### config.mk
export PLATFORM = sky130hd
export DESIGN_NAME = hdlc_txq
export DESIGN_NICKNAME = d
export VERILOG_FILES = /design/src/rtl/hdlc_txq_pkg.sv /design/src/rtl/txq_store.sv /design/src/rtl/txq_bytecnt.sv /design/src/rtl/txq_fcs.sv /design/src/rtl/hdlc_txq.sv
export SDC_FILE = /design/constraint.sdc
export NUM_CORES = 1
export LEC_CHECK = 0
export ABC_AREA = 0
export BUFFER_PORTS_ARGS = -buffer_cell sky130_fd_sc_hd__buf_2
export CORE_MARGIN = 8
export CORE_UTILIZATION = 60
export CTS_CLUSTER_SIZE = 30
export DETAILED_ROUTE_END_ITERATION = 10
export GPL_ROUTABILITY_DRIVEN = 0
export GPL_TIMING_DRIVEN = 0
export PLACE_DENSITY_LB_ADDON = 0.2
export RECOVER_POWER = 25
export SLEW_MARGIN = 40
export SYNTH_ARGS = -nofsm -noshare
export SYNTH_HDL_FRONTEND = slang
export SYNTH_SLANG_ARGS = --single-unit
### constraint.sdc
create_clock -name clk -period 4.65 [get_ports clk]
set_input_delay 0.465 -clock clk [delete_from_list [all_inputs] [get_ports clk]]
set_output_delay 0.465 -clock clk [all_outputs]
set_load 0.02 [all_outputs]
### src/rtl/hdlc_txq_pkg.sv
// Shared types and the frame check sequence update for the transmit queue.
// Assumes the reflected CRC-16 convention: data enters LSB first.
package hdlc_txq_pkg;

    typedef enum logic [1:0] {
        PH_DATA   = 2'd0,
        PH_FCS_LO = 2'd1,
        PH_FCS_HI = 2'd2
    } tx_phase_t;

    localparam logic [15:0] FCS_PRESET = 16'hFFFF;
    localparam logic [15:0] FCS_POLY_R = 16'h8408;

    // Fold one byte into the running check value, least significant bit first.
    function automatic logic [15:0] fcs_step(input logic [15:0] acc, input logic [7:0] b);
        logic [15:0] r;
        r = acc;
        for (int i = 0; i < 8; i++) begin
            if (r[0] ^ b[i]) r = (r >> 1) ^ FCS_POLY_R;
            else             r = r >> 1;
        end
        return r;
    endfunction

endpackage

### src/rtl/txq_store.sv
// Circular byte store with a frame marker bit on each entry.
// Assumes the caller never asserts wr_en when full or rd_en when empty.
// A flush moves the read pointer onto the write pointer; stored words are left alone.
module txq_store #(
    parameter int DEPTH = 16,
    parameter int DW    = 8,
    localparam int PTR_W = (DEPTH > 1) ? $clog2(DEPTH) : 1,
    localparam int CNT_W = $clog2(DEPTH + 1)
) (
    input  logic             clk,
    input  logic             rst_n,
    input  logic             wr_en,
    input  logic [DW:0]      wr_word,
    input  logic             rd_en,
    input  logic             flush,
    output logic [DW:0]      rd_word,
    output logic [CNT_W-1:0] count
);
    logic [DW:0]      mem [DEPTH];
    logic [PTR_W-1:0] wr_ptr;
    logic [PTR_W-1:0] rd_ptr;

    function automatic logic [PTR_W-1:0] bump(input logic [PTR_W-1:0] p);
        return (p == PTR_W'(DEPTH - 1)) ? '0 : p + PTR_W'(1);
    endfunction

    // Storage array write; contents are never reset.
    always_ff @(posedge clk) begin
        if (wr_en) mem[wr_ptr] <= wr_word;
    end

    // Pointer and occupancy bookkeeping, with flush taking precedence over a read.
    always_ff @(posedge clk) begin
        if (!rst_n) begin
            wr_ptr <= '0;
            rd_ptr <= '0;
            count  <= '0;
        end else begin
            if (wr_en) wr_ptr <= bump(wr_ptr);
            if (flush) begin
                rd_ptr <= wr_ptr;
                count  <= wr_en ? CNT_W'(1) : '0;
            end else begin
                if (rd_en) rd_ptr <= bump(rd_ptr);
                count <= count + CNT_W'(wr_en) - CNT_W'(rd_en);
            end
        end
    end

    // Head of the queue, read without a register stage.
    assign rd_word = mem[rd_ptr];

endmodule

### src/rtl/txq_bytecnt.sv
// Down-counter of data bytes sent, with optional auto-reload on expiry.
// Assumes tick is high for exactly one cycle per data byte handed off.
module txq_bytecnt #(
    parameter int BC_W = 8
) (
    input  logic            clk,
    input  logic            rst_n,
    input  logic            load,
    input  logic [BC_W-1:0] load_val,
    input  logic            cycle_en,
    input  logic            tick,
    output logic [BC_W-1:0] value,
    output logic            expire
);
    logic [BC_W-1:0] reload_q;

    // Load, decrement and expiry handling.
    always_ff @(posedge clk) begin
        if (!rst_n) begin
            reload_q <= '0;
            value    <= '0;
            expire   <= 1'b0;
        end else begin
            expire <= 1'b0;
            if (load) begin
                reload_q <= load_val;
                value    <= load_val;
            end else if (tick && value != '0) begin
                if (value == BC_W'(1)) begin
                    expire <= 1'b1;
                    value  <= cycle_en ? reload_q : '0;
                end else begin
                    value <= value - BC_W'(1);
                end
            end
        end
    end

endmodule

### src/rtl/txq_fcs.sv
// Frame check accumulator: folds in data bytes, resets between frames,
// and presents the complemented result split into low and high bytes.
module txq_fcs (
    input  logic       clk,
    input  logic       rst_n,
    input  logic       add,
    input  logic [7:0] din,
    input  logic       restart,
    output logic [7:0] fcs_lo,
    output logic [7:0] fcs_hi
);
    import hdlc_txq_pkg::*;

    logic [15:0] acc;

    // Running check value; restart wins over add.
    always_ff @(posedge clk) begin
        if (!rst_n)       acc <= FCS_PRESET;
        else if (restart) acc <= FCS_PRESET;
        else if (add)     acc <= fcs_step(acc, din);
    end

    // Complemented result, low byte sent first.
    assign fcs_lo = ~acc[7:0];
    assign fcs_hi = ~acc[15:8];

endmodule

### src/rtl/hdlc_txq.sv
// Transmit byte queue for an HDLC framer: accepts marked bytes from a
// processor, offers them on a ready/valid stream, appends or suppresses
// the check sequence per frame, and tracks a reloadable byte count.
// Assumes the downstream framer adds flags and performs bit stuffing.
module hdlc_txq #(
    parameter int DEPTH    = 16,
    parameter int LOW_MARK = 4,
    parameter int BC_W     = 8,
    localparam int CNT_W   = $clog2(DEPTH + 1)
) (
    input  logic             clk,
    input  logic             rst_n,
    input  logic             wr_en,
    input  logic [7:0]       wr_data,
    input  logic             wr_eop,
    input  logic             flush_req,
    input  logic             crc_inhibit,
    input  logic             cycle_en,
    input  logic             bc_load,
    input  logic [BC_W-1:0]  bc_load_val,
    input  logic             tx_ready,
    output logic             tx_valid,
    output logic [7:0]       tx_data,
    output logic             tx_last,
    output logic             tx_eop,
    output logic             tx_underrun,
    output logic             fifo_empty,
    output logic             fifo_full,
    output logic             fifo_low,
    output logic [CNT_W-1:0] fifo_count,
    output logic             flush_active,
    output logic [BC_W-1:0]  bc_value,
    output logic             bc_expire
);
    import hdlc_txq_pkg::*;

    tx_phase_t  phase;
    logic       in_frame;
    logic [8:0] head;
    logic       wr_ok;
    logic       take;
    logic       data_take;
    logic       frame_done;
    logic       starve;
    logic       fcs_restart;
    logic [7:0] fcs_lo;
    logic [7:0] fcs_hi;

    // Status decode from the registered occupancy.
    assign fifo_empty = (fifo_count == '0);
    assign fifo_full  = (fifo_count == CNT_W'(DEPTH));
    assign fifo_low   = (fifo_count <= CNT_W'(LOW_MARK));
    assign wr_ok      = wr_en && !fifo_full;

    txq_store #(.DEPTH(DEPTH), .DW(8)) u_store (
        .clk     (clk),
        .rst_n   (rst_n),
        .wr_en   (wr_ok),
        .wr_word ({wr_eop, wr_data}),
        .rd_en   (data_take && !flush_req),
        .flush   (flush_req),
        .rd_word (head),
        .count   (fifo_count)
    );

    // Stream mux: queue head during data, check bytes afterwards.
    always_comb begin
        tx_valid = 1'b0;
        tx_data  = head[7:0];
        tx_last  = 1'b0;
        unique case (phase)
            PH_DATA: begin
                tx_valid = !fifo_empty;
                tx_last  = head[8] && crc_inhibit;
            end
            PH_FCS_LO: begin
                tx_valid = 1'b1;
                tx_data  = fcs_lo;
            end
            PH_FCS_HI: begin
                tx_valid = 1'b1;
                tx_data  = fcs_hi;
                tx_last  = 1'b1;
            end
            default: ;
        endcase
    end

    assign take        = tx_valid && tx_ready;
    assign data_take   = take && (phase == PH_DATA);
    assign frame_done  = take && tx_last;
    assign starve      = (phase == PH_DATA) && in_frame && fifo_empty && tx_ready;
    assign fcs_restart = frame_done || starve;

    txq_fcs u_fcs (
        .clk     (clk),
        .rst_n   (rst_n),
        .add     (data_take),
        .din     (head[7:0]),
        .restart (fcs_restart),
        .fcs_lo  (fcs_lo),
        .fcs_hi  (fcs_hi)
    );

    txq_bytecnt #(.BC_W(BC_W)) u_bcnt (
        .clk      (clk),
        .rst_n    (rst_n),
        .load     (bc_load),
        .load_val (bc_load_val),
        .cycle_en (cycle_en),
        .tick     (data_take),
        .value    (bc_value),
        .expire   (bc_expire)
    );

    // Frame phase sequencing on each handoff and on starvation.
    always_ff @(posedge clk) begin
        if (!rst_n) begin
            phase    <= PH_DATA;
            in_frame <= 1'b0;
        end else if (starve) begin
            in_frame <= 1'b0;
        end else if (take) begin
            unique case (phase)
                PH_DATA: begin
                    if (!head[8])         in_frame <= 1'b1;
                    else if (crc_inhibit) in_frame <= 1'b0;
                    else begin
                        in_frame <= 1'b1;
                        phase    <= PH_FCS_LO;
                    end
                end
                PH_FCS_LO: phase <= PH_FCS_HI;
                PH_FCS_HI: begin
                    phase    <= PH_DATA;
                    in_frame <= 1'b0;
                end
                default: phase <= PH_DATA;
            endcase
        end
    end

    // One-cycle event flags for end of frame and underrun.
    always_ff @(posedge clk) begin
        if (!rst_n) begin
            tx_eop      <= 1'b0;
            tx_underrun <= 1'b0;
        end else begin
            tx_eop      <= frame_done;
            tx_underrun <= starve;
        end
    end

    // Self-clearing flush flag: set by the pulse, cleared by the next accepted write.
    always_ff @(posedge clk) begin
        if (!rst_n)          flush_active <= 1'b0;
        else if (wr_ok)      flush_active <= 1'b0;
        else if (flush_req)  flush_active <= 1'b1;
    end

endmodule

== After elaboration in Yosys (flattened, before gate mapping) ==
Memories as Yosys holds them, arrays and structs flattened. A register that Yosys moved wholly into a read port is not among the register bits.
Index checks and enable logic that the tools add are counted.

* Bits in registers: 52
* Bits in writable memories: 144
* Input bits: 25
* Output and inout port bits: 30
* Word-level logic and storage cells: 128
* Memories kept: 1

{| class="wikitable"
|+ Memory list
! name !! depth !! bits a word !! read ports !! clocked after Yosys merged registers in !! write ports !! RTL line !! source
|-
| u_store.mem || 16 || 9 || 1 || 1 || 1 || txq_store.sv:19 || <nowiki>logic [DW:0] mem [DEPTH];</nowiki>
|}

* Add/sub/neg operators: 5
* Order comparisons: 1
* Eq/ne operators: 8
* Muxes and demuxes: 53
* Bitwise gates (word level): 21
* Reduce and logical (&&, ||, !) cells: 27

{| class="wikitable"
|+ Operator list
! cell !! number
|-
| two-way mux 16 bit || 29
|-
| two-way mux 8 bit || 4
|-
| two-way mux 4 bit || 6
|-
| NOT 2 -> 3 bit || 8
|-
| NOT 8 bit || 2
|-
| one-hot mux 8 bit (2 select lines) || 1
|-
| logical AND 1 bit || 10
|-
| adder 4 x 1 -> 4 bit, second input constant || 2
|-
| equality test 4 bit, second input constant || 2
|-
| equality test 8 x 1 -> 1 bit, second input constant || 1
|-
| nonzero test 8 bit || 1
|-
| OR reduction 2 bit || 4
|-
| subtractor 8 x 1 -> 8 bit, second input constant || 1
|-
| XOR 1 bit || 8
|-
| two-way mux 1 bit || 6
|-
| one-hot mux 1 bit (2 select lines) || 3
|-
| nonzero test 2 bit || 3
|-
| adder 5 x 1 -> 5 bit || 1
|-
| equality test 5 bit, second input constant || 1
|-
| less-or-equal comparator 5 x 3 -> 1 bit, second input constant || 1
|-
| logical NOT 5 bit || 1
|-
| two-way mux 5 bit || 1
|-
| subtractor 5 x 1 -> 5 bit || 1
|-
| two-way mux 2 bit || 2
|-
| other kinds (11) || 16
|}

== Depth between registers and ports, before layout ==
Gate-level depths: netlist of run 1.

* Depth in word-level cells: 40
* Depth in mapped cells: 16
* Gate-level depth less buffers: 13

== By module ==
Synthesis of run 1 repeated with hierarchy kept, for this count alone.

* Cell total of the unflattened synthesis: 626
* Area, all modules: 9017.4 um^2

{| class="wikitable"
|+ Modules (own cells, without submodules)
! module !! instances !! cells each !! area each (um^2) !! seq. area each (um^2)
|-
| txq_store || 1 || 331 || 6448.7 || 4664.5
|-
| txq_fcs || 1 || 102 || 968.4 || 320.3
|-
| txq_bytecnt || 1 || 107 || 962.2 || 340.3
|-
| hdlc_txq || 1 || 86 || 638.1 || 120.1
|}

== Worst setup path before layout of run 1 ==
OpenSTA, ideal clock, no wires.

* Path type: register to register
* Start: reg u_store.count[3]
* End: reg u_store.count[4]
* Library setup time: 0.116 ns
* Data arrival time: 3.485 ns
* Required time: 4.534 ns
* Path slack: 1.049 ns
* Stages on the path, launching flop included: 17
* Buffers on the path: 3
* Clock period less this slack: 3.601 ns
* Cell sequence: dfxtp_1 inv_1 ha_1 or4b_2 clkbuf_1 o211ai_1 clkbuf_1 clkbuf_1 nor2_1 ha_1 inv_1 ha_1 fa_1 a21oi_1 o21ai_0 xor2_1 nor2_1

* Cells in the longest elaborated chain, start to end: 8
* Elaborated cells between the ends (all ways): 12
* Those cells by class: add/sub (2); eq/ne (1); mux (2); reduce/logical (7)

{| class="wikitable"
|+ RTL lines
! what !! RTL line !! source
|-
| start, declared || txq_store.sv:17 || <nowiki>output logic [CNT_W-1:0] count</nowiki>
|-
| start signal, assigned || txq_store.sv:42 || <nowiki>count <= wr_en ? CNT_W'(1) : '0;</nowiki>
|-
| start signal, assigned || txq_store.sv:45 || <nowiki>count <= count + CNT_W'(wr_en) - CNT_W'(rd_en);</nowiki>
|-
| parallel branches: the longest is 6 deep, another holds adder 5 x 1 -> 5 bit || n/a ||
|-
| subtractor 5 x 1 -> 5 bit (*) || txq_store.sv:45 ||
|-
| two-way mux 5 bit (*) || txq_store.sv:40 || <nowiki>if (flush) begin</nowiki>
|}

Every way passes the cells marked *.
A chain may end at the register's enable or synchronous reset.

== Worst setup path after layout of run 1 ==
Ends and elaborated chain as after synthesis.

==> results of run 1 <==
## cells in the mapped netlist (6+ instances only)
| library cell | number | area, um2 |
|---|---|---|
| edfxtp_1 | 144 | 4320 |
| dfxtp_1 | 56 | 1120 |
| nor2_1 | 46 | 173 |
| mux2i_1 | 32 | 320 |
| nand2_1 | 30 | 113 |
| mux4_2 | 29 | 653 |
| a21oi_1 | 26 | 130 |
| inv_1 | 23 | 86.3 |
| ha_1 | 20 | 250 |
| clkbuf_1 | 19 | 71.3 |
| and2_1 | 17 | 106 |
| o21ai_0 | 16 | 80.1 |
| nand3_1 | 15 | 75.1 |
| xnor2_1 | 15 | 131 |
| xor2_1 | 10 | 87.6 |
| a211oi_1 | 9 | 67.6 |
| o211ai_1 | 9 | 67.6 |
| buf_2 | 8 | 40.0 |
| o221ai_1 | 8 | 70.1 |
| nor3_1 | 7 | 35.0 |
| nor4_1 | 7 | 43.8 |
| mux2_2 | 6 | 67.6 |
## layout by cell type (no fill, tap or decap), types with 7 or more instances in the layout
cell type	instances
edfxtp_1	144
dfxtp_1	56
buf_2	53
nor2_1	46
mux2i_1	32
nand2_1	30
mux4_2	29
a21oi_1	26
clkbuf_1	25
inv_1	23
ha_1	20
and2_1	17
clkbuf_16	17
o21ai_0	16
nand3_1	15
xnor2_1	15
xor2_1	10
o211ai_1	9
a211oi_1	9
o221ai_1	8
nor3_1	7
nor4_1	7
## layout make-up
type | count | area, um2 | area share, %
flip-flops and latches | 200 | 5450 | 54.8
multi-input cells | 378 | 3180 | 32.0
clock buffers | 17 | 425 | 4.28
repair buffers | 52 | 251 | 2.53
well taps | 184 | 230 | 2.32
plain buffers | 35 | 173 | 1.74
clock inverters | 15 | 149 | 1.50
inverters | 23 | 86.3 | 0.868
## logic make-up (layout without fill, tap and decap cells)
logic type,count (synthesis),in the layout
XOR/XNOR,27,27
multiplexers,71,71
adder cells (fa/ha/maj),21,21
AO/OA/AOI/OAI,104,104
buffers and inverters,58,142
flip-flops,200,200
AND/OR/NAND/NOR,155,155
## power by group through the flow
stage	registers, mW	logic (mW)	clock network (mW)
floorplan	2.20	0.871	0
global placement	2.19	1.17	0
detailed placement	2.20	1.22	0
CTS	2.16	1.23	1.45
global route	2.18	1.34	1.51
finish	2.16	1.22	1.44
## routing by layer
metal	track usage, %	vias to the layer above
met3	5.69	29
li1	-	2573
met4	8.45	0
met1	25.7	2833
met5	0	-
met2	35.4	171
## sequential cells by signal, summed over array words and instances (netlist names), named ones only
name,flops
flush_active,1
in_frame,1
phase,2
tx_eop,1
tx_underrun,1
u_bcnt.expire,1
u_bcnt.reload_q,8
u_bcnt.value,8
u_fcs.acc,16
u_store.count,5
u_store.mem,144
u_store.rd_ptr,4
u_store.wr_ptr,4
## per-stage QoR
stage / hold slack (ns) / power, mW / setup slack, ns
finish: 0.276 / 4.83 / 0.427
global route: 0.280 / 5.03 / 0.137
CTS: 0.271 / 4.84 / 0.240
detailed placement: 0.477 / 3.41 / 0.258
global placement: 0.456 / 3.36 / 0.397
floorplan: 0.439 / 3.07 / 1.05
## path summary, 6_finish.rpt
kind | endpoint | slack [ns] | cells after the start
worst max-delay path | u_store.count[4] | 0.43 | 16
worst min-delay path | u_bcnt.reload_q[6] | 0.28 | 3
worst max register to register | u_store.count[4] | 0.43 | 16
worst min register to register | in_frame | 0.49 | 2
## what timing repair did
item,CTS,global route
hold buffers,0,0
endpoints found under the setup margin,0,1
gates resized for setup,0,2
## tightest hold or removal path: stages
cell and delay [ns]:
buf_2 0.09, mux2i_1 0.06, nor2_1 0.07
==> metrics.md, run 1 <==
| Metric | Value |
|---|---|
| Status | `complete, no violations` |
| Fin Setup TNS | `0 ns` |
| Final Instance Area | `between 9000 and 10,000 um2` |
| Clk pin slew, worst setup/hold paths | `0.08 ns` |
| Most used cell, CP | `ha_1` |
| Combinational share of power | `between 20% and 30%` |
| Metal-1 WL | `8.18 mm` |
| Yosys reg bits | `200` |
| XOR/XNOR share of the synthesized area | `2.83%` |
| Clock power share | `approximately 30%` |
| CTS tree | `done` |
| Sw power | `1.58 mW` |
| CP endpoint kind | `flip-flop` |
| Max rail drop VDD | `0.346 mV` |
| Leak pwr | `3.51 nW` |
| Number of hold violations in the final report | `0` |
| Flop pwr share | `around 45%` |
| H-tree Lvls | `4` |
| DPL Wire Length | `13.1 mm` |
| Met3 Wirelength | `about 1.1 mm` |
| Crit path max fanout | `10` |
| CP Buf/Inv Count | `5` |
| CP Cell Sequence | `inv_1, ha_1, or4b_2, clkbuf_1, o211ai_1, clkbuf_1, clkbuf_2, nor2_1, ha_1, inv_1, ha_1, fa_1, a21oi_1, o21ai_0, xor2_1, nor2_1` |
| Critical Path Slowest Stage Cell | `or4b_2` |
| Die area | `19,000 um2` |
| Adder-cell share of the synthesized area | `3.04%` |
| GR Overflow Total | `0` |
| Clk root buf | `clkbuf_16` |
| Cell count after synthesis | `around 640` |
| Max_slew headroom | `a little over half` |
| Core Util, Final | `roughly two thirds` |
| Unrepaired setup endpoints after global routing | `no` |
| Global-route wire length before repair | `29.8 mm` |
| Area delta synth->final | `11.9%` |
| Minimum clock period | `4.22 ns` |
| Die height | `about 140 um` |
| Sw frac | `around 33%` |
| Layout net count | `about 750` |
| Final Skew | `~0.0078 ns` |
| Ys Warns | `0` |
| Worst slew pin tran | `slightly above 0.7 ns` |
| CP Launch Point | `u_store.count[3]` |
| Net count of the mapped netlist | `682` |
| Die X | `138 um` |
| Period Utilization, post-route | `90.8%` |
| Worst R2R Start | `u_store.count[3]` |
| Initial DRC Count | `442` |
| Ant diodes | `0` |
| Worst skew pair latency | `approximately 0.44 ns` |
| Syn Area/Cell | `14.0 um2` |
| Port bufs | `52` |
| Placed cell area | `between 9000 and 10,000 um2` |
| Largest family of logic cells by synthesized area | `multiplexers` |
| Synth Area in Compound Gates | `8.11%` |
| Synth cell types | `58` |
| Core Area | `14,500 um2` |
| DRT Pass-1 Iters | `5` |
| Total global routing track utilization | `21.2%` |
| Vias in the first global route | `5,629` |
| Max-Cap Viols | `0` |
| Synth Area in Simple Gates | `under 10%` |
| Max Slew Vio Count | `0` |
| Post-Route WL | `between 15 and 20 mm` |
| Maximum root-to-sink buffer count | `2` |
| Fill cells | `990` |
| Crit-path leading delay family | `buffers and inverters` |
| Via/cell ratio | `between 6 and 7` |
| Vias | `about 5,600` |
| Setup CP Type | `reg2reg` |
| # DRC | `0` |
| Io pins | `between 50 and 60` |
| Power Density | `a little under 500 nW/um2` |
| WL/cell | `about 21 um` |
| Number of synthesized flops with an enable pin | `144` |
| Remaining antenna violation count | `0` |
| Final Setup Violations | `0` |
| Dpl cells | `872` |
| WL met2 | `approximately 9.5 mm` |
| Hold Crit Class | `in2reg` |
| Pint | `roughly 3.2 mW` |
| FP Rows | `44` |
| Clock Sinks | `200` |
| Largest net degree at the start of global routing | `21` |
| Post-synthesis sequential area ratio | `61.3%` |
| Fmax | `0.237 GHz` |
| Num CTS Buffers | `17` |
| Post-synth top flop | `edfxtp_1` |
| Mapped cell area | `~8900 um2` |
| Setup Buffers After CTS | `0` |
| Hold Path Origin | `bc_load_val[6]` |
| Post-Layout Cell Count | `904` |
| Antenna violations before repair | `0` |
| Crit path DAT | `4.60 ns` |
| Top Layer Used | `met4` |
| Layout cells sized above 1 | `a little under a fifth` |
| CP startpoint kind | `flip-flop` |
| Initial Util | `61.4%` |
| Portion of netlist area occupied by mux cells | `12.9%` |
| Asr flop ratio synth | `0%` |
| Crit-path max cell delay | `0.66 ns` |
| Worst EP required | `around 5 ns` |
Power figures use the tool's default switching activity.
==> run 2: changes to the inputs <==
--- a/config.mk
+++ b/config.mk
@@ -13,7 +13,7 @@
 export DETAILED_ROUTE_END_ITERATION = 10
 export GPL_ROUTABILITY_DRIVEN = 0
 export GPL_TIMING_DRIVEN = 0
-export PLACE_DENSITY_LB_ADDON = 0.2
+export PLACE_DENSITY = 0.89
 export RECOVER_POWER = 25
 export SLEW_MARGIN = 40
 export SYNTH_ARGS = -nofsm -noshare
==> run 2 against run 1 <==
Cell count unchanged. Critical path type unchanged. Critical endpoint unchanged. Clock-buffer cell count increased by 2. Largest power group unchanged. Global-route usage increased by 0.97 points. Setup slack got worse by 0.022 ns. Cell area decreased by 0.33%. Sequential cell count unchanged.
==> metrics.md, run 2 (same netlist as run 1, synthesis figures left out) <==
| Metric | Value |
|---|---|
| Setup Buffers After CTS | `0` |
| Crit path max fanout | `10` |
| Number of hold violations in the final report | `0` |
| FP Rows | `44` |
| Port bufs | `52` |
| Hold_ws | `0.282 ns` |
| WL/cell | `22.3 um` |
| Core Area | `about 14,000 um2` |
| Total global routing track utilization | `22.2%` |
| DPL Wire Length | `13.8 mm` |
| Layout cells sized above 1 | `18.1%` |
| Global-route wire length before repair | `31.5 mm` |
| GR Overflow Total | `0` |
| Post-Route WL | `20.2 mm` |
| DRT Pass-1 Iters | `5` |
| Vias in the first global route | `5,744` |
| CP endpoint kind | `flip-flop` |
| Max-Cap Viols | `0` |
| Die X | `138 um` |
| Max Slew Vio Count | `0` |
| Remaining antenna violation count | `0` |
| Crit path DAT | `4.57 ns` |
| Ant diodes | `0` |
| Power Density | `484 nW/um2` |
| Io pins | `55` |
| Crit-path max cell delay | `0.61 ns` |
| Minimum clock period | `4.24 ns` |
| H-tree Lvls | `4` |
| Initial DRC Count | `slightly above 500` |
| Maximum root-to-sink buffer count | `2` |
| Max reg flops | `144` |
| Clk pin slew, worst setup/hold paths | `0.07 ns` |
| CP Cell Sequence | `inv_1, ha_1, or4b_2, clkbuf_1, o211ai_1, clkbuf_1, clkbuf_1, nor2_1, ha_1, inv_1, ha_1, fa_1, a21oi_1, o21ai_0, xor2_1, nor2_1` |
| CP startpoint kind | `flip-flop` |
| Die height | `between 100 and 150 um` |
| # DRC | `0` |
| Area delta synth->final | `11.5%` |
| Critical Path Slowest Stage Cell | `or4b_2` |
| Top flop regs | `u_store.mem x144, u_fcs.acc x16` |
| Clock Sinks | `200` |
| Leak pwr | `between 3 and 4 nW` |
| Period Utilization, post-route | `91.3%` |
| Setup CP Type | `reg2reg` |
| CTS Hold Buffers Added | `0` |
| Post-CTS sizing | `0` |
| Via/cell ratio | `6.45` |
| Worst skew pair latency | `0.44 ns` |
| Unrepaired setup endpoints after global routing | `no` |
| Vias | `between 5,000 and 6,000` |
| Antenna violations before repair | `1` |
| Clk root buf | `clkbuf_16` |
| Die area | `19,000 um2` |
| Final Skew | `roughly 0.011 ns` |
| Commonest non-fill, non-tap cell in the layout | `edfxtp_1` |
| Largest net degree at the start of global routing | `19` |
| Num CTS Buffers | `17` |
| Layout net count | `around 750` |
| Status | `complete, no violations` |
| Core Util, Final | `68.4%` |
| Max rail drop VDD | `0.343 mV` |
| Commonest cells after routing, fill and taps aside | `144 x edfxtp_1, 56 x dfxtp_1, 52 x buf_2` |
| Most flop-heavy register | `u_store.mem` |
| CTS tree | `done` |
| Fmax | `0.236 GHz` |
| Initial Util | `61.4%` |
| Final Setup Violations | `0` |
| Fin Setup TNS | `0 ns` |
| Worst EP required | `4.98 ns` |
| Hold Crit Class | `in2reg` |
| Max_slew headroom | `approximately 56%` |
| Worst slew pin tran | `0.644 ns` |
==> run 2: layer usage <==
layer	GRT usage, %	vias to the layer above	part of all wire, %
li1	-	2576	-
met1	28.2	2924	41
met2	36.5	293	50
met3	4.89	38	7.2
met4	8.21	2	1.9
met5	0	-	0.065
==> run 2: worst paths after layout <==
path	endpoint	slack [ns]	cells past startpoint	startpoint
worst max-delay path	u_store.count[4]	0.41	16	u_store.count[3]
worst min-delay path	u_bcnt.reload_q[0]	0.28	3	bc_load_val[0]
worst max register to register	u_store.count[4]	0.41	16	u_store.count[3]
worst min register to register	in_frame	0.50	2	in_frame
==> run 2: final cells by class <==
class,instances,area [um2]
clock inverters,13,111
repair buffers,52,250
multi-input cells,378,3180
fillers,898,4570
well taps,184,230
clock buffers,19,433
inverters,23,86.3
flip-flops and latches,200,5450
plain buffers,35,171
==> run 2: stage by stage <==
step / cells / setup WS [ns] / power (mW) / cell area (um2)
after floorplan: 636 / 1.05 / 3.07 / 8880
after global placement: 872 / 0.559 / 3.35 / 9380
after detailed placement: 872 / 0.449 / 3.43 / 9380
after CTS: 904 / 0.421 / 4.79 / 9920
after global routing: 904 / 0.0971 / 4.99 / 9910
final: 904 / 0.405 / 4.80 / 9910
==> run 2: where the power goes <==
group / internal [mW] / total (mW) / switching (mW)
combinational: 0.484 / 1.25 / 0.762
sequential: 2.05 / 2.17 / 0.128
clock: 0.700 / 1.38 / 0.676
total: 3.23 / 4.80 / 1.57
==> run 2: critical path: cells and delay by family, from the launching register on <==
kind,cells,cell delay (ns)
buf+inv,5,1.23
fa+ha+maj,4,1.11
simple gates,3,0.77
compound gates,3,0.58
flops,1,0.31
xor+xnor,1,0.14
==> run 3: changes to the inputs <==
--- a/config.mk
+++ b/config.mk
@@ -7,14 +7,17 @@
 export LEC_CHECK = 0
 export ABC_AREA = 0
 export BUFFER_PORTS_ARGS = -buffer_cell sky130_fd_sc_hd__buf_2
+export CELL_PAD_IN_SITES_DETAIL_PLACEMENT = 0
+export CELL_PAD_IN_SITES_GLOBAL_PLACEMENT = 2
 export CORE_MARGIN = 8
-export CORE_UTILIZATION = 60
+export CORE_UTILIZATION = 43
 export CTS_CLUSTER_SIZE = 30
 export DETAILED_ROUTE_END_ITERATION = 10
 export GPL_ROUTABILITY_DRIVEN = 0
 export GPL_TIMING_DRIVEN = 0
 export PLACE_DENSITY = 0.89
 export RECOVER_POWER = 25
+export REMOVE_ABC_BUFFERS = 1
 export SLEW_MARGIN = 40
 export SYNTH_ARGS = -nofsm -noshare
 export SYNTH_HDL_FRONTEND = slang
==> run 3 against run 2 <==
Fmax rose by 22%. Global-route usage down 7.1 points. Die area is 35% higher. Sequential power about the same. Register-to-register slack improved by 0.77 ns. Total power increased by 2.6%. Worst hold slack worse by 0.0013 ns. First-iteration DRC count down 17%. Clock skew about the same. Sequential cell count stayed put. Combinational power decreased by 6%. Cell area rose by 1.1%. Critical path type unchanged.
==> metrics.md, run 3 (same netlist as run 1, synthesis figures left out) <==
| Metric | Value |
|---|---|
| Max Slew Vio Count | `0` |
| Crit path DAT | `3.80 ns` |
| Port bufs | `54` |
| Initial Util | `43.9%` |
| Die area | `25,500 um2` |
| Power Density | `between 400 and 500 nW/um2` |
| Hold endpoint | `u_bcnt.reload_q[0]` |
| Commonest cells after routing, fill and taps aside | `144 x edfxtp_1, 53 x dfxtp_1, 48 x buf_2` |
| Max reg flops | `between 100 and 150` |
| Crit-path leading delay family | `adder cells` |
| Fill cells | `1,665` |
| WL/cell | `about 20 um` |
| Die height | `between 150 and 200 um` |
| Worst hold path cell count | `3` |
| Worst reg2reg path depth | `13` |
| Fmax | `about 0.29 GHz` |
| Antenna violations before repair | `1` |
| Critical Path Slowest Stage Cell | `or4b_2` |
| Initial DRC Count | `426` |
| Final Instance Area | `10,000 um2` |
| Critical Path Stages | `13` |
| Placed cell area | `~9400 um2` |
| Final WS setup | `approximately 1.2 ns` |
| Max rail drop VDD | `0.263 mV` |
| Period Utilization, post-route | `74.8%` |
| CP Launch Point | `u_store.count[3]` |
| CTS Hold Buffers Added | `0` |
| Largest net degree at the start of global routing | `27` |
| DRT Pass-1 Iters | `5` |
| Total global routing track utilization | `about 15%` |
| Vias in the first global route | `~5,300` |
| Final Skew | `0.0114 ns` |
| CP Buf/Inv Count | `2` |
| Total power draw | `4.92 mW` |
| FP Rows | `52` |
| Final Setup Violations | `0` |
| R2R Setup Slk | `~1.2 ns` |
| Vias | `5,312` |
| Max-Cap Viols | `0` |
| Leak pwr | `3.47 nW` |
| # DRC | `0` |
| GR Overflow Total | `0` |
| Area delta synth->final | `12.7%` |
| Core Area | `20,200 um2` |
| CTS tree | `done` |
| Maximum root-to-sink buffer count | `2` |
| Crit path max fanout | `7` |
| Io pins | `55` |
| Clk pin slew, worst setup/hold paths | `0.08 ns` |
| Commonest non-fill, non-tap cell in the layout | `edfxtp_1` |
| Die X | `160 um` |
| Clk root buf | `clkbuf_16` |
| Worst R2R Start | `u_store.count[3]` |
| Unrepaired setup endpoints after global routing | `no` |
| Ant diodes | `0` |
| Reg-to-reg endpoint | `u_store.count[4]` |
| Crit-path max cell delay | `approximately 0.73 ns` |
| CP Cell Sequence | `inv_1, ha_1, or4b_2, o211ai_1, nor2_1, ha_1, inv_1, ha_1, fa_1, a21oi_1, o21ai_0, xor2_1, nor2_1` |
| CP startpoint kind | `flip-flop` |
| Via/cell ratio | `5.52` |
| Most used cell, CP | `ha_1` |
| Minimum clock period | `roughly 3.5 ns` |
| Hold Crit Class | `in2reg` |
| CP endpoint kind | `flip-flop` |
| Layout net count | `725` |
| Fin Setup TNS | `0 ns` |
| Top flop regs | `u_store.mem x144, u_fcs.acc x16` |
| Num CTS Buffers | `17` |
| Worst skew pair latency | `0.44 ns` |
| Remaining antenna violation count | `0` |
| H-tree Lvls | `4` |
| DP Worst Slack | `1.15 ns` |
| Worst EP required | `approximately 5.0 ns` |
| DPL Wire Length | `12.4 mm` |
| Number of hold violations in the final report | `0` |
| Setup Buffers After CTS | `0` |
| Max_slew headroom | `a little under half` |
| Post-CTS sizing | `0` |
| Hold Path Origin | `bc_load_val[0]` |
| Clock Sinks | `200` |
| Setup CP Type | `reg2reg` |
| Most flop-heavy register | `u_store.mem` |
| Status | `complete, no violations` |
| Global-route wire length before repair | `30.1 mm` |
| Post-Route WL | `18.9 mm` |
| Worst slew pin tran | `0.815 ns` |
| Layout cells sized above 1 | `18.5%` |
## run 3: cell count changes in the layout (fill, tap and decap cells not counted), sizes merged
cell      change
clkinv        +1
buf           -9
bufinv        +2
clkbuf       -21
inv           +2
clkinvlp      -3
## run 3: worst register-to-register path, cell delays in order (launching register included)
cell and delay [ns]:
dfxtp_1 0.31, inv_1 0.11, ha_1 0.17, or4b_2 0.73, o211ai_1 0.56, nor2_1 0.09, ha_1 0.29, inv_1 0.04
ha_1 0.20, fa_1 0.41, a21oi_1 0.14, o21ai_0 0.12, xor2_1 0.15, nor2_1 0.05
## run 3: stage by stage
stage / cells / hold slack, ns / utilization, %
after floorplan: 601 / 0.439 / -
after global placement: 925 / 0.454 / 46.1
after detailed placement: 930 / 0.465 / 46.4
after CTS: 962 / 0.260 / 49.6
after global routing: 962 / 0.282 / 49.5
final: 962 / 0.281 / 49.5
## run 3: layout make-up
type / count / area, um2 / share of cell area [%]
Inverter: 23 / 86.3 / 0.862
Clock inverter: 15 / 214 / 2.14
Tap cell: 270 / 338 / 3.37
Clock buffer: 17 / 425 / 4.25
Multi-Input combinational cell: 378 / 3180 / 31.8
Sequential cell: 200 / 5450 / 54.4
Timing Repair Buffer: 59 / 318 / 3.17
## run 3: power by group
part	switching (mW)	internal (mW)	leakage (nW)
combinational	0.702	0.476	1.40
sequential	0.135	2.04	1.76
clock	0.730	0.835	0.310
total	1.57	3.35	3.47
## run 3: how the worst max path moves through the flow
stage                       end  slack [ns]
3_5_place_dp   u_store.count[4]        1.15
6_report       u_store.count[4]        1.17
3_3_place_gp       u_fcs.acc[8]       -0.03
2_1_floorplan  u_store.count[4]        0.73
5_1_grt        u_store.count[4]        0.92
4_1_cts        u_store.count[4]        1.13
## run 3: metal layers
metal	wire (um)	up-vias	global-route usage (%)
li1	-	2525	-
met1	8530	2641	19.3
met2	9360	126	24.8
met3	822	18	3.68
met4	210	2	4.42
met5	11	-	0
